[config.mk]
export PLATFORM = sky130hd
export DESIGN_NAME = bus_cycle_seq
export DESIGN_NICKNAME = d
export VERILOG_FILES = /design/src/rtl/bcs_pkg.sv /design/src/rtl/bcs_tstate_fsm.sv /design/src/rtl/bcs_refresh_ctr.sv /design/src/rtl/bcs_strobe_gen.sv /design/src/rtl/bus_cycle_seq.sv
export SDC_FILE = /design/constraint.sdc
export NUM_CORES = 1
export LEC_CHECK = 0
export BUFFER_PORTS_ARGS = -buffer_cell sky130_fd_sc_hd__buf_4
export CAP_MARGIN = 10
export CORE_MARGIN = 1
export CORE_UTILIZATION = 51
export CTS_CLUSTER_DIAMETER = 40
export CTS_CLUSTER_SIZE = 25
export DETAILED_ROUTE_END_ITERATION = 10
export GPL_TIMING_DRIVEN = 0
export PLACE_DENSITY = 0.78
export SLEW_MARGIN = 20
export SYNTH_ARGS = -nofsm -noshare
export SYNTH_HDL_FRONTEND = slang
export SYNTH_SLANG_ARGS = --single-unit
[constraint.sdc]
create_clock -name clk -period 2.9 [get_ports clk]
set_clock_uncertainty 0.2 [all_clocks]
set_input_delay 0.435 -clock clk [delete_from_list [all_inputs] [get_ports clk]]
set_output_delay 0.435 -clock clk [all_outputs]
set_load 0.05 [all_outputs]
[src/rtl/bcs_pkg.sv]
`timescale 1ns/1ps
package bcs_pkg;
  localparam logic [2:0] CY_FETCH = 3'd0;
  localparam logic [2:0] CY_MRD   = 3'd1;
  localparam logic [2:0] CY_MWR   = 3'd2;
  localparam logic [2:0] CY_IORD  = 3'd3;
  localparam logic [2:0] CY_IOWR  = 3'd4;

  typedef enum logic [2:0] {
    TS_IDLE, TS_T1, TS_T2, TS_TW, TS_T3, TS_T4
  } tstate_e;

  function automatic logic [2:0] norm_kind(input logic [2:0] k);
    return (k > CY_IOWR) ? CY_MRD : k;
  endfunction

  function automatic logic kind_is_io(input logic [2:0] k);
    return (k == CY_IORD) || (k == CY_IOWR);
  endfunction
endpackage

[src/rtl/bcs_tstate_fsm.sv]
`timescale 1ns/1ps
module bcs_tstate_fsm
  import bcs_pkg::*;
#(
  parameter int ADDR_W = 16,
  parameter int DATA_W = 8
) (
  input  logic              clk,
  input  logic              rst,
  input  logic              req_valid,
  input  logic [2:0]        req_type,
  input  logic [ADDR_W-1:0] req_addr,
  input  logic [DATA_W-1:0] req_wdata,
  input  logic              wait_n,
  output tstate_e           state_q,
  output tstate_e           nxt_state,
  output logic [2:0]        kind_q,
  output logic [2:0]        nxt_kind,
  output logic [ADDR_W-1:0] nxt_addr,
  output logic [DATA_W-1:0] nxt_wdata,
  output logic              capture,
  output logic              finish
);
  logic              accept;
  logic [ADDR_W-1:0] addr_q;
  logic [DATA_W-1:0] wdata_q;
  logic              is_fetch;

  assign accept    = (state_q == TS_IDLE) && req_valid;
  assign nxt_kind  = accept ? norm_kind(req_type) : kind_q;
  assign nxt_addr  = accept ? req_addr : addr_q;
  assign nxt_wdata = accept ? req_wdata : wdata_q;
  assign is_fetch  = (kind_q == CY_FETCH);

  always_comb begin
    nxt_state = state_q;
    unique case (state_q)
      TS_IDLE: nxt_state = req_valid ? TS_T1 : TS_IDLE;
      TS_T1:   nxt_state = TS_T2;
      TS_T2:   nxt_state = (kind_is_io(kind_q) || !wait_n) ? TS_TW : TS_T3;
      TS_TW:   nxt_state = !wait_n ? TS_TW : TS_T3;
      TS_T3:   nxt_state = is_fetch ? TS_T4 : TS_IDLE;
      TS_T4:   nxt_state = TS_IDLE;
      default: nxt_state = TS_IDLE;
    endcase
  end

  // read byte is taken on the edge ending the last read T-state
  assign capture = is_fetch
                 ? (((state_q == TS_T2) || (state_q == TS_TW)) && (nxt_state == TS_T3))
                 : ((state_q == TS_T3) && ((kind_q == CY_MRD) || (kind_q == CY_IORD)));
  assign finish  = (nxt_state == TS_IDLE) && (state_q != TS_IDLE);

  always_ff @(posedge clk) begin
    if (rst) begin
      state_q <= TS_IDLE;
      kind_q  <= CY_MRD;
      addr_q  <= '0;
      wdata_q <= '0;
    end else begin
      state_q <= nxt_state;
      kind_q  <= nxt_kind;
      addr_q  <= nxt_addr;
      wdata_q <= nxt_wdata;
    end
  end
endmodule

[src/rtl/bcs_refresh_ctr.sv]
`timescale 1ns/1ps
module bcs_refresh_ctr #(
  parameter int CNT_W = 8
) (
  input  logic             clk,
  input  logic             rst,
  input  logic             bump,
  output logic [CNT_W-1:0] cnt
);
  localparam int LOW_W = CNT_W - 1;

  always_ff @(posedge clk) begin
    if (rst)
      cnt <= '0;
    else if (bump)
      cnt <= {cnt[CNT_W-1], cnt[LOW_W-1:0] + LOW_W'(1)};
  end
endmodule

[src/rtl/bcs_strobe_gen.sv]
`timescale 1ns/1ps
module bcs_strobe_gen
  import bcs_pkg::*;
#(
  parameter int ADDR_W = 16,
  parameter int DATA_W = 8,
  parameter int CNT_W  = 8
) (
  input  logic                    clk,
  input  logic                    rst,
  input  tstate_e                 nxt_state,
  input  logic [2:0]              nxt_kind,
  input  logic [ADDR_W-1:0]       nxt_addr,
  input  logic [DATA_W-1:0]       nxt_wdata,
  input  logic [ADDR_W-CNT_W-1:0] ireg,
  input  logic [CNT_W-1:0]        rcnt,
  input  logic [DATA_W-1:0]       din,
  input  logic                    capture,
  input  logic                    finish,
  output logic                    ready,
  output logic                    done,
  output logic [DATA_W-1:0]       rdata,
  output logic [ADDR_W-1:0]       addr,
  output logic [DATA_W-1:0]       dout,
  output logic                    dout_oe,
  output logic                    mreq_n,
  output logic                    iorq_n,
  output logic                    rd_n,
  output logic                    wr_n,
  output logic                    m1_n,
  output logic                    rfsh_n
);
  logic act, early, late, rfsh_ph, is_mem, is_wr;
  logic m1_d, mreq_d, iorq_d, rd_d, wr_d;

  always_comb begin
    act     = (nxt_state != TS_IDLE);
    early   = (nxt_state == TS_T1) || (nxt_state == TS_T2) || (nxt_state == TS_TW);
    late    = (nxt_state == TS_T2) || (nxt_state == TS_TW) || (nxt_state == TS_T3);
    rfsh_ph = (nxt_kind == CY_FETCH) && ((nxt_state == TS_T3) || (nxt_state == TS_T4));
    is_mem  = !kind_is_io(nxt_kind);
    is_wr   = (nxt_kind == CY_MWR) || (nxt_kind == CY_IOWR);
    m1_d    = (nxt_kind == CY_FETCH) && early;
    mreq_d  = is_mem && act;
    iorq_d  = !is_mem && late;
    rd_d    = m1_d || ((nxt_kind == CY_MRD) && act) || ((nxt_kind == CY_IORD) && late);
    wr_d    = is_wr && late;
  end

  always_ff @(posedge clk) begin
    if (rst) begin
      ready   <= 1'b1;
      done    <= 1'b0;
      rdata   <= '0;
      addr    <= '0;
      dout    <= '0;
      dout_oe <= 1'b0;
      mreq_n  <= 1'b1;
      iorq_n  <= 1'b1;
      rd_n    <= 1'b1;
      wr_n    <= 1'b1;
      m1_n    <= 1'b1;
      rfsh_n  <= 1'b1;
    end else begin
      ready   <= !act;
      done    <= finish;
      if (capture) rdata <= din;
      if (rfsh_ph)  addr <= {ireg, rcnt};
      else if (act) addr <= nxt_addr;
      dout_oe <= is_wr && act;
      if (is_wr && act) dout <= nxt_wdata;
      mreq_n  <= !mreq_d;
      iorq_n  <= !iorq_d;
      rd_n    <= !rd_d;
      wr_n    <= !wr_d;
      m1_n    <= !m1_d;
      rfsh_n  <= !rfsh_ph;
    end
  end
endmodule

[src/rtl/bus_cycle_seq.sv]
`timescale 1ns/1ps
module bus_cycle_seq
  import bcs_pkg::*;
#(
  parameter int ADDR_W = 16,
  parameter int DATA_W = 8
) (
  input  logic              clk,
  input  logic              rst,
  input  logic              req_valid,
  input  logic [2:0]        req_type,
  input  logic [ADDR_W-1:0] req_addr,
  input  logic [DATA_W-1:0] req_wdata,
  input  logic [ADDR_W-9:0] ireg,
  input  logic              wait_n,
  input  logic [DATA_W-1:0] din,
  output logic              ready,
  output logic              done,
  output logic [DATA_W-1:0] rdata,
  output logic [ADDR_W-1:0] addr,
  output logic [DATA_W-1:0] dout,
  output logic              dout_oe,
  output logic              mreq_n,
  output logic              iorq_n,
  output logic              rd_n,
  output logic              wr_n,
  output logic              m1_n,
  output logic              rfsh_n
);
  localparam int CNT_W = 8;

  tstate_e           state_q, nxt_state;
  logic [2:0]        kind_q, nxt_kind;
  logic [ADDR_W-1:0] nxt_addr;
  logic [DATA_W-1:0] nxt_wdata;
  logic              capture, finish;
  logic [CNT_W-1:0]  rfsh_cnt;

  bcs_tstate_fsm #(.ADDR_W(ADDR_W), .DATA_W(DATA_W)) u_fsm (
    .clk(clk), .rst(rst), .req_valid(req_valid), .req_type(req_type),
    .req_addr(req_addr), .req_wdata(req_wdata), .wait_n(wait_n),
    .state_q(state_q), .nxt_state(nxt_state), .kind_q(kind_q),
    .nxt_kind(nxt_kind), .nxt_addr(nxt_addr), .nxt_wdata(nxt_wdata),
    .capture(capture), .finish(finish)
  );

  bcs_refresh_ctr #(.CNT_W(CNT_W)) u_rctr (
    .clk(clk), .rst(rst), .bump(state_q == TS_T4), .cnt(rfsh_cnt)
  );

  bcs_strobe_gen #(.ADDR_W(ADDR_W), .DATA_W(DATA_W), .CNT_W(CNT_W)) u_strb (
    .clk(clk), .rst(rst), .nxt_state(nxt_state), .nxt_kind(nxt_kind),
    .nxt_addr(nxt_addr), .nxt_wdata(nxt_wdata), .ireg(ireg), .rcnt(rfsh_cnt),
    .din(din), .capture(capture), .finish(finish), .ready(ready), .done(done),
    .rdata(rdata), .addr(addr), .dout(dout), .dout_oe(dout_oe),
    .mreq_n(mreq_n), .iorq_n(iorq_n), .rd_n(rd_n), .wr_n(wr_n),
    .m1_n(m1_n), .rfsh_n(rfsh_n)
  );
endmodule

==> results of run 1 <==
synthesized netlist by cell type, types with 2 or more instances:
cell type / n
a31oi_1: 2
and3b_1: 2
o211ai_1: 3
and2_1: 10
xnor2_1: 3
inv_1: 4
mux2_4: 8
nand3b_1: 2
or3_1: 2
or2_2: 3
and4_1: 2
mux2i_1: 11
o21ai_0: 2
dfxtp_1: 78
nor3_1: 3
nor3b_1: 2
nand2_1: 56
nand3_1: 5
nor2_1: 25
nor2b_1: 11
a21oi_1: 27
a221o_1: 16
xor2_1: 4
clkbuf_1: 15
o31ai_1: 2
and2_0: 7
buf_2: 3
a21o_1: 2
final cells by class:
class	count	area [µm²]	area share (%)
Sequential cell	78	1560	37.9
Inverter	4	15.0	0.364
Buffer	21	93.8	2.28
Clock inverter	5	81.3	1.97
Timing Repair Buffer	86	646	15.7
Clock buffer	11	141	3.43
Multi-Input combinational cell	230	1490	36.2
Tap cell	75	93.8	2.28
cells in the final DEF (no fill, tap or decap), types with 3 or more instances in the layout:
| cell type | n |
|---|---|
| a21oi_1 | 27 |
| a221o_1 | 16 |
| and2_0 | 7 |
| and2_1 | 10 |
| buf_2 | 3 |
| buf_4 | 87 |
| clkbuf_1 | 16 |
| clkbuf_8 | 10 |
| dfxtp_1 | 78 |
| inv_1 | 4 |
| mux2_4 | 8 |
| mux2i_1 | 11 |
| nand2_1 | 56 |
| nand3_1 | 5 |
| nor2_1 | 25 |
| nor2b_1 | 11 |
| nor3_1 | 3 |
| o211ai_1 | 3 |
| or2_2 | 3 |
| xnor2_1 | 3 |
| xor2_1 | 4 |
worst paths after layout:
kind / to / slack, ps / cells past startpoint / start
max reg2reg: u_strb.addr[9]$_SDFFE_PP0P_ / 280 / 7 / u_fsm.state_q[2]$_SDFF_PP0_
min reg2reg: u_fsm.addr_q[0]$_SDFF_PP0_ / 270 / 2 / u_fsm.addr_q[0]$_SDFF_PP0_
min: u_strb.rdata[6]$_SDFFE_PP0P_ / 130 / 3 / din[6]
max: u_strb.addr[9]$_SDFFE_PP0P_ / 280 / 7 / u_fsm.state_q[2]$_SDFF_PP0_
routing by layer:
layer | vias to the layer above | wire, µm
met5 | - | 0
met4 | 0 | 83
met3 | 5 | 372
met2 | 76 | 3530
met1 | 1288 | 3490
li1 | 1345 | -
worst max-delay path: stages, from the launching register on:
cell      delay (ps)
dfxtp_1          450
clkbuf_1         350
and3b_1          260
a31oi_1          320
nor3_1           190
clkbuf_1         260
and2_1           210
a221o_1          250
stage by stage:
step | utilization (%) | power (mW) | hold slack, ps | setup WS (ps) | area (µm²)
floorplan | - | 1.52 | 240 | 551 | 3150
global placement | 65.4 | 1.68 | 245 | 232 | 3890
detailed placement | 65.4 | 1.69 | 256 | 208 | 3890
CTS | 69.1 | 2.58 | 117 | 268 | 4120
global route | 69.2 | 2.68 | 122 | 124 | 4120
finish | 69.2 | 2.57 | 129 | 277 | 4120
registers in the layout, indices dropped and copies added, names as in the netlist, 3 cells and up:
register / count
u_fsm.state_q: 3
u_fsm.kind_q: 3
u_rctr.cnt: 7
u_strb.rdata: 8
u_fsm.addr_q: 16
u_fsm.wdata_q: 8
u_strb.dout: 8
u_strb.addr: 16
where the power goes:
group | internal [mW] | switching [mW]
Combinational | 0.181 | 0.317
Clock | 0.510 | 0.394
Sequential | 1.14 | 0.0281
Total | 1.83 | 0.739
cells by family after synthesis:
logic type | share of synthesized area, %
DFF | 49.5
adders and majority gates | 0.397
muxes | 7.66
AOI/OAI and AO/OA | 14.5
buffers and inverters | 3.45
xor gates and xnor gates | 1.94
and+or+nand+nor | 22.5
==> flow_summary_export.csv, run 1 <==
group,metric,value,unit
run_status,status,"finished clean",
detailed_routing,drtIter0Drc,139,
floorplanning,row_count,28,
grt,use_met1,32.2,%
sta,hold_viol,0,
cells_and_area,drive_gt1_share,28.7,%
clocking,cts_buffers,9,
clocking,ctsResizeCount,0,
floorplanning,core,5960,µm²
cells_and_area,fin_cells,510,
yosys,syn_nets,381,
detailed_routing,wire_per_inst,14.6,µm
cells_and_area,fillerInstances,508,
sta,fmax,0.381,GHz
floorplanning,io_pins,88,
grt,antenna_found_initial,0,
yosys,synth_edf_count,0,
clocking,cts_tree,"done",
yosys,ys_warn_count,0,
clocking,clk_pin_slew_worst_paths,80,ps
yosys,netlist_instances,333,
place,place.port_buffers,86,
place,placed_cells,494,
clocking,htreeDepth,3,
clocking,clockBufferDepth,2,
grt,grt_remaining_overflow,0,
worst_setup_path,critPathCaptureType,"flip-flop",
sta,fin_tns_setup,0,ps
cells_and_area,antenna_cells,0,
worst_setup_path,arrival,2650,ps
sta,relSlewSlack,55.6,%
yosys,synth_area_leaders,"dfxtp_1 (50%), nand2_1 (6.7%), a221o_1 (5.1%)",
worst_setup_path,crit_required,2930,ps
clocking,clock-sinks,78,
yosys,synth_top_cell_by_area,"dfxtp_1",
sta,slew_viol_final,0,
yosys,syn_area_per_cell,9.47,µm²
grt,grt_use_total,24.4,%
worst_setup_path,critPathMaxFanout,10,
sta,finalSetupViolCount,0,
floorplanning,die_h,80.6,µm
floorplanning,die_w,80.6,µm
cells_and_area,synthToLayoutAreaGrowth,30.7,%
worst_setup_path,critPathLaunchType,"flip-flop",
floorplanning,fp.dieArea,6500,µm²
worst_setup_path,path_class,"reg -> reg",
place,gp_congestion,0.874,
grt,grt_util_met2,39.4,%
sta,worst_pin_slew,663,ps
yosys,ys_async_sr_fraction,0,%
worst_hold_path,hold_class,"in -> reg",
sta,timing.final.crit_share,90.4,%
yosys,synthFlopType,"dfxtp_1",
detailed_routing,first_pass_iters,4,
sta,rsz0062_at_grt,"no",
grt,grt_max_degree,14,
yosys,synth_seq_area_share,49.5,%
clocking,post_cts_buffers,0,
grt,grt_pass1_vias,2521,
grt,grt.busiest_layer,"met2",
grt,grt_pass1_wl,12.0,mm
clocking,cts-root-buf,"clkbuf_8",
detailed_routing,viasPerCell,5.32,
power,p_leak,1.73,nW
yosys,ys_seq_elements,78,
detailed_routing,wl,7.47,mm
yosys,yosysUniqueCellTypes,51,
yosys,yosys.area.top_type_share,49.5,%
grt,grtUsageMet3,4.09,%
floorplanning,initial_core_util,53.0,%
clocking,ctsHoldBuffers,0,
cells_and_area,nets,478,
detailed_routing,antenna_left,0,
power,p_per_area,622,nW/µm²
power,ir_worst_vdd,0.440,mV
yosys,synth.cell_area,3150,µm²
detailed_routing,vias,2714,
clocking,clock_latency,340,ps
flow_run,max_cap_viol_count,0,
detailed_routing,drc,0,
place,dp_hpwl,5.43,mm
sta,finalCriticalPeriod,2620,ps
(Power assumes the default switching activity.)
==> inputs of run 2 (changes only) <==
--- a/config.mk
+++ b/config.mk
@@ -14,6 +14,7 @@
 export DETAILED_ROUTE_END_ITERATION = 10
 export GPL_TIMING_DRIVEN = 0
 export PLACE_DENSITY = 0.78
+export REMOVE_ABC_BUFFERS = 1
 export SLEW_MARGIN = 20
 export SYNTH_ARGS = -nofsm -noshare
 export SYNTH_HDL_FRONTEND = slang
==> run 2 against run 1 <==
- worst hold slack worse by 0.56 ps
- setup slack got worse by 56 ps
- critical path type unchanged
- fmax down 2.1%
- highest routed layer unchanged
- critical path depth down 3
- largest power group unchanged
==> flow_summary_export.csv, run 2 (synthesis gave the netlist of run 1 again) <==
group,metric,value,unit
run_status,status,"finished clean",
worst_setup_path,critPathCaptureType,"flip-flop",
worst_setup_path,critPathMaxFanout,30,
floorplanning,die_w,80.6,µm
floorplanning,core,5960,µm²
grt,grt_use_total,22.1,%
floorplanning,row_count,28,
cells_and_area,final_common_cell,"buf_4",
power,p_total,2.46,mW
cells_and_area,antenna_cells,0,
cells_and_area,final_area,4060,µm²
floorplanning,die_h,80.6,µm
sta,timing.final.crit_share,92.4,%
worst_setup_path,r2r_start,"u_fsm.state_q[0]$_SDFF_PP0_",
sta,rsz0062_at_grt,"no",
sta,worst_pin_slew,789,ps
place,placedInstanceArea,3840,µm²
worst_setup_path,crit_path_end,"u_strb.dout[2]$_SDFFE_PP0P_",
power,p_per_area,606,nW/µm²
sta,finalCriticalPeriod,2680,ps
floorplanning,initial_core_util,53.0,%
grt,grt_pass1_vias,2477,
floorplanning,io_pins,88,
clocking,ctsHoldBuffers,0,
cells_and_area,utilization,68.1,%
sta,relSlewSlack,47.4,%
cells_and_area,fillerInstances,473,
detailed_routing,vias,2632,
clocking,clk_pin_slew_worst_paths,80,ps
sta,slew_viol_final,0,
worst_setup_path,max_stage_delay,770,ps
worst_setup_path,r2r_slack,220,ps
grt,grt_pass1_wl,11.0,mm
grt,antenna_found_initial,0,
floorplanning,fp.dieArea,6500,µm²
sta,finalSetupViolCount,0,
sta,fmax,0.373,GHz
cells_and_area,layout_common_cells,"buf_4 (88), dfxtp_1 (78), nand2_1 (56)",
grt,grt_max_degree,61,
cells_and_area,drive_gt1_share,29.9,%
power,ir_worst_vdd,0.331,mV
clocking,post_cts_buffers,0,
clocking,cts_tree,"done",
worst_setup_path,ff2ff_path_depth,4,
place,dp_hpwl,4.54,mm
flow_run,max_cap_viol_count,0,
worst_setup_path,critPathLaunchType,"flip-flop",
clocking,clock-sinks,78,
cells_and_area,nets,461,
clocking,htreeDepth,3,
detailed_routing,antenna_left,0,
clocking,clock_latency,340,ps
place,placed_cells,477,
detailed_routing,wl,6.83,mm
worst_setup_path,slowest_stage,"or4b_4",
grt,grt_remaining_overflow,0,
worst_setup_path,crit_chain,"or4b_4 > o32a_1 > a21oi_4 > mux2_4",
power,p_leak,1.70,nW
worst_setup_path,crit_start,"u_fsm.state_q[0]$_SDFF_PP0_",
cells_and_area,synthToLayoutAreaGrowth,28.6,%
sta,hold_viol,0,
clocking,cts_buffers,9,
worst_setup_path,timing.rr.end,"u_strb.dout[2]$_SDFFE_PP0P_",
detailed_routing,wire_per_inst,13.8,µm
place,place.port_buffers,87,
clocking,clockBufferDepth,2,
detailed_routing,drc,0,
worst_setup_path,path_class,"reg -> reg",
place,gp_congestion,0.874,
worst_hold_path,hold_class,"in -> reg",
cells_and_area,reg.largest.list,"u_fsm.addr_q x16, u_strb.addr x16",
clocking,cts-root-buf,"clkbuf_8",
detailed_routing,viasPerCell,5.34,
worst_setup_path,arrival,2700,ps
detailed_routing,first_pass_iters,4,
worst_setup_path,crit_required,2930,ps
cells_and_area,fin_cells,493,
detailed_routing,drtIter0Drc,92,
run 2: final cells by class:
| type | instances | area [µm²] | area share, % |
|---|---|---|---|
| inverters | 4 | 15.0 | 0.370 |
| clock buffers | 10 | 138 | 3.39 |
| flip-flops and latches | 78 | 1560 | 38.5 |
| well taps | 75 | 93.8 | 2.31 |
| clock inverters | 6 | 61.3 | 1.51 |
| repair buffers | 90 | 683 | 16.8 |
| multi-input cells | 230 | 1500 | 37.1 |
run 2: per-layer routing:
layer | up-vias | share of wire, % | global-route usage (%)
met5 | - | 0 | 0
met4 | 0 | 1.5 | 9.64
met3 | 10 | 5.9 | 5.91
met2 | 68 | 49 | 35.8
met1 | 1242 | 43 | 27.2
li1 | 1312 | - | -
run 2: what timing repair did:
action                     in CTS  in global routing
resized for setup               0                  1
setup endpoints to repair       0                 16
hold endpoints to repair        0                  0
run 2: through the flow:
stage	hold slack (ps)	setup WS, ps	setup TNS [ps]
finish	129	222	0
global route	123	72.1	0
CTS	120	30.9	0
detailed placement	255	8.34	0
global placement	247	-398	-6440
floorplan	232	358	0
run 2: worst min-delay path by stage:
stage	to	startpoint	cells past startpoint	slack [ps]
floorplan	u_fsm.wdata_q[0]$_SDFF_PP0_	u_fsm.wdata_q[0]$_SDFF_PP0_	2	230
global placement	u_fsm.wdata_q[1]$_SDFF_PP0_	u_fsm.wdata_q[1]$_SDFF_PP0_	2	250
detailed placement	u_fsm.addr_q[1]$_SDFF_PP0_	u_fsm.addr_q[1]$_SDFF_PP0_	2	250
CTS	u_strb.rdata[4]$_SDFFE_PP0P_	din[4]	3	120
global route	u_strb.rdata[5]$_SDFFE_PP0P_	din[5]	3	120
finish	u_strb.rdata[4]$_SDFFE_PP0P_	din[4]	3	130
run 2: worst max-delay path, delay by kind of cell, from the launching register on:
family / cells / cell delay [ps]
flip-flops: 1 / 460
AO/OA/AOI/OAI: 2 / 800
AND/OR/NAND/NOR: 1 / 770
multiplexers: 1 / 340
run 2: power by group:
| group | total, mW | internal, mW | switching [mW] |
|---|---|---|---|
| registers | 1.18 | 1.14 | 0.0406 |
| logic | 0.473 | 0.177 | 0.296 |
| clock network | 0.807 | 0.418 | 0.389 |
| total | 2.46 | 1.73 | 0.725 |
==> inputs of run 3 (changes only) <==
--- a/config.mk
+++ b/config.mk
@@ -8,12 +8,12 @@
 export BUFFER_PORTS_ARGS = -buffer_cell sky130_fd_sc_hd__buf_4
 export CAP_MARGIN = 10
 export CORE_MARGIN = 1
-export CORE_UTILIZATION = 51
+export CORE_UTILIZATION = 55
 export CTS_CLUSTER_DIAMETER = 40
 export CTS_CLUSTER_SIZE = 25
 export DETAILED_ROUTE_END_ITERATION = 10
 export GPL_TIMING_DRIVEN = 0
-export PLACE_DENSITY = 0.78
+export PLACE_DENSITY = 0.83
 export REMOVE_ABC_BUFFERS = 1
 export SLEW_MARGIN = 20
 export SYNTH_ARGS = -nofsm -noshare
==> constraint.sdc (replaced) <==
create_clock -name clk -period 3.35 [get_ports clk]
set_clock_uncertainty 0.2 [all_clocks]
set_input_delay 0.5025 -clock clk [delete_from_list [all_inputs] [get_ports clk]]
set_output_delay 0.5025 -clock clk [all_outputs]
set_load 0.05 [all_outputs]
==> run 3 against run 2 <==
- sequential power decreased by 14%
- via count rose by 0.68%
- design area shrank 0.74%
- cell count fell by 0.81%
- routed wire length grew 0.28%
- utilization is 5.0 points higher
- first-iteration DRC count up 84%
- critical path type unchanged
- critical path depth rose by 1
- non-clock buffer count unchanged
==> flow_summary_export.csv, run 3 (synthesis gave the netlist of run 1 again) <==
group,metric,value,unit
run_status,status,"finished clean",
clocking,clock-sinks,78,
floorplanning,core,5510,µm²
worst_setup_path,slowest_stage,"or4b_4",
power,p_per_area,518,nW/µm²
worst_setup_path,r2r_slack,540,ps
clocking,cts_buffers,9,
detailed_routing,vias,2650,
floorplanning,die_w,77.7,µm
cells_and_area,synthToLayoutAreaGrowth,27.6,%
clocking,clockBufferDepth,2,
power,p_leak,1.69,nW
worst_setup_path,crit_start,"u_fsm.state_q[0]$_SDFF_PP0_",
sta,fmax,0.356,GHz
worst_setup_path,critPathLaunchType,"flip-flop",
clocking,ctsResizeCount,0,
grt,grt_pass1_vias,2598,
clocking,clk_pin_slew_worst_paths,80,ps
sta,rsz0062_at_grt,"no",
floorplanning,io_pins,88,
sta,slew_viol_final,0,
worst_setup_path,ff2ff_path_depth,5,
flow_run,max_cap_viol_count,0,
cells_and_area,antenna_cells,0,
sta,worst_slack,544,ps
place,pre_cts_slack,458,ps
sta,fin_tns_setup,0,ps
place,place.port_buffers,87,
cells_and_area,fin_cells,489,
grt,grt_remaining_overflow,0,
sta,timing.final.crit_share,83.8,%
worst_setup_path,r2r_start,"u_fsm.state_q[0]$_SDFF_PP0_",
sta,hold_viol,0,
floorplanning,initial_core_util,57.3,%
worst_setup_path,arrival,2890,ps
floorplanning,die_h,77.7,µm
detailed_routing,viasPerCell,5.42,
cells_and_area,fillerInstances,430,
worst_setup_path,crit_required,3430,ps
worst_setup_path,max_stage_delay,780,ps
worst_setup_path,crit_chain,"or4b_4 > mux2i_1 > nor2_1 > a21oi_2 > a221o_1",
cells_and_area,reg.largest.list,"u_fsm.addr_q x16, u_strb.addr x16",
worst_setup_path,critPathMaxFanout,30,
worst_setup_path,timing.rr.end,"u_strb.addr[15]$_SDFFE_PP0P_",
clocking,clock_latency,340,ps
floorplanning,row_count,27,
grt,grt_max_degree,61,
place,placed_cells,474,
detailed_routing,wl,6.85,mm
worst_hold_path,hold_class,"in -> reg",
clocking,htreeDepth,3,
detailed_routing,wire_per_inst,14.0,µm
grt,antenna_found_initial,0,
grt,grt_use_total,23.8,%
clocking,cts_tree,"done",
sta,relSlewSlack,47.2,%
worst_setup_path,critPathCaptureType,"flip-flop",
detailed_routing,drtIter0Drc,169,
cells_and_area,final_common_cell,"buf_4",
cells_and_area,register_area,1560,µm²
detailed_routing,drc,0,
detailed_routing,first_pass_iters,4,
clocking,ctsHoldBuffers,0,
cells_and_area,drive_gt1_share,29.3,%
worst_setup_path,path_class,"reg -> reg",
cells_and_area,nets,461,
power,ir_worst_vdd,0.298,mV
clocking,cts-root-buf,"clkbuf_8",
detailed_routing,antenna_left,0,
cells_and_area,layout_common_cells,"buf_4 (88), dfxtp_1 (78), nand2_1 (56)",
place,dp_hpwl,4.58,mm
worst_setup_path,cp.buffers_inverters,0,
worst_setup_path,path_depth,5,
sta,finalSetupViolCount,0,
worst_setup_path,crit_path_end,"u_strb.addr[15]$_SDFFE_PP0P_",
place,gp_congestion,0.814,
grt,grt_pass1_wl,11.4,mm
sta,worst_pin_slew,793,ps
worst_setup_path,cp_top_family,"simple AND/OR/NAND/NOR gates",
sta,finalCriticalPeriod,2810,ps
floorplanning,fp.dieArea,6040,µm²
clocking,post_cts_buffers,0,
cells_and_area,multi_input_area,1500,µm²
run 3: worst min-delay path, stage by stage:
cell and delay [ps]:
buf_4 80, mux2i_1 50, nor2_1 70
run 3: power by group:
part           internal, mW  leakage (nW)  switching, mW
clock network         0.340        0.0931          0.318
logic                 0.152         0.965          0.254
registers             0.984         0.636         0.0357
run 3: worst min-delay path by stage:
stage	to	slack (ps)	start	depth (start not counted)
after floorplan	u_fsm.wdata_q[0]$_SDFF_PP0_	230	u_fsm.wdata_q[0]$_SDFF_PP0_	2
after global placement	u_fsm.wdata_q[7]$_SDFF_PP0_	250	u_fsm.wdata_q[7]$_SDFF_PP0_	2
after detailed placement	u_fsm.addr_q[9]$_SDFF_PP0_	250	u_fsm.addr_q[9]$_SDFF_PP0_	2
after CTS	u_strb.rdata[5]$_SDFFE_PP0P_	190	din[5]	3
after global routing	u_strb.rdata[5]$_SDFFE_PP0P_	200	din[5]	3
final	u_strb.rdata[5]$_SDFFE_PP0P_	190	din[5]	3
run 3: layout make-up:
| type | instances | area share [%] |
|---|---|---|
| flip-flops and latches | 78 | 38.8 |
| multi-input cells | 230 | 37.1 |
| repair buffers | 90 | 17.0 |
| clock buffers | 11 | 3.26 |
| well taps | 72 | 2.24 |
| clock inverters | 4 | 1.21 |
| inverters | 4 | 0.373 |
run 3: through the flow:
stage	power, mW	hold slack, ps	utilization [%]	area (µm²)
3_5_place_dp	1.44	254	69.7	3840
4_1_cts	2.09	185	73.0	4020
2_1_floorplan	1.29	232	-	3060
5_1_grt	2.18	198	73.1	4030
3_3_place_gp	1.43	246	69.1	3800
6_report	2.08	194	73.1	4030
run 3: metal layers:
metal | up-vias | GRT usage [%] | share of wire [%]
met5 | - | 0 | 0
met4 | 0 | 11.9 | 1.6
met3 | 12 | 4.82 | 4.9
met2 | 85 | 41.6 | 50
met1 | 1243 | 27.4 | 44
li1 | 1310 | - | -
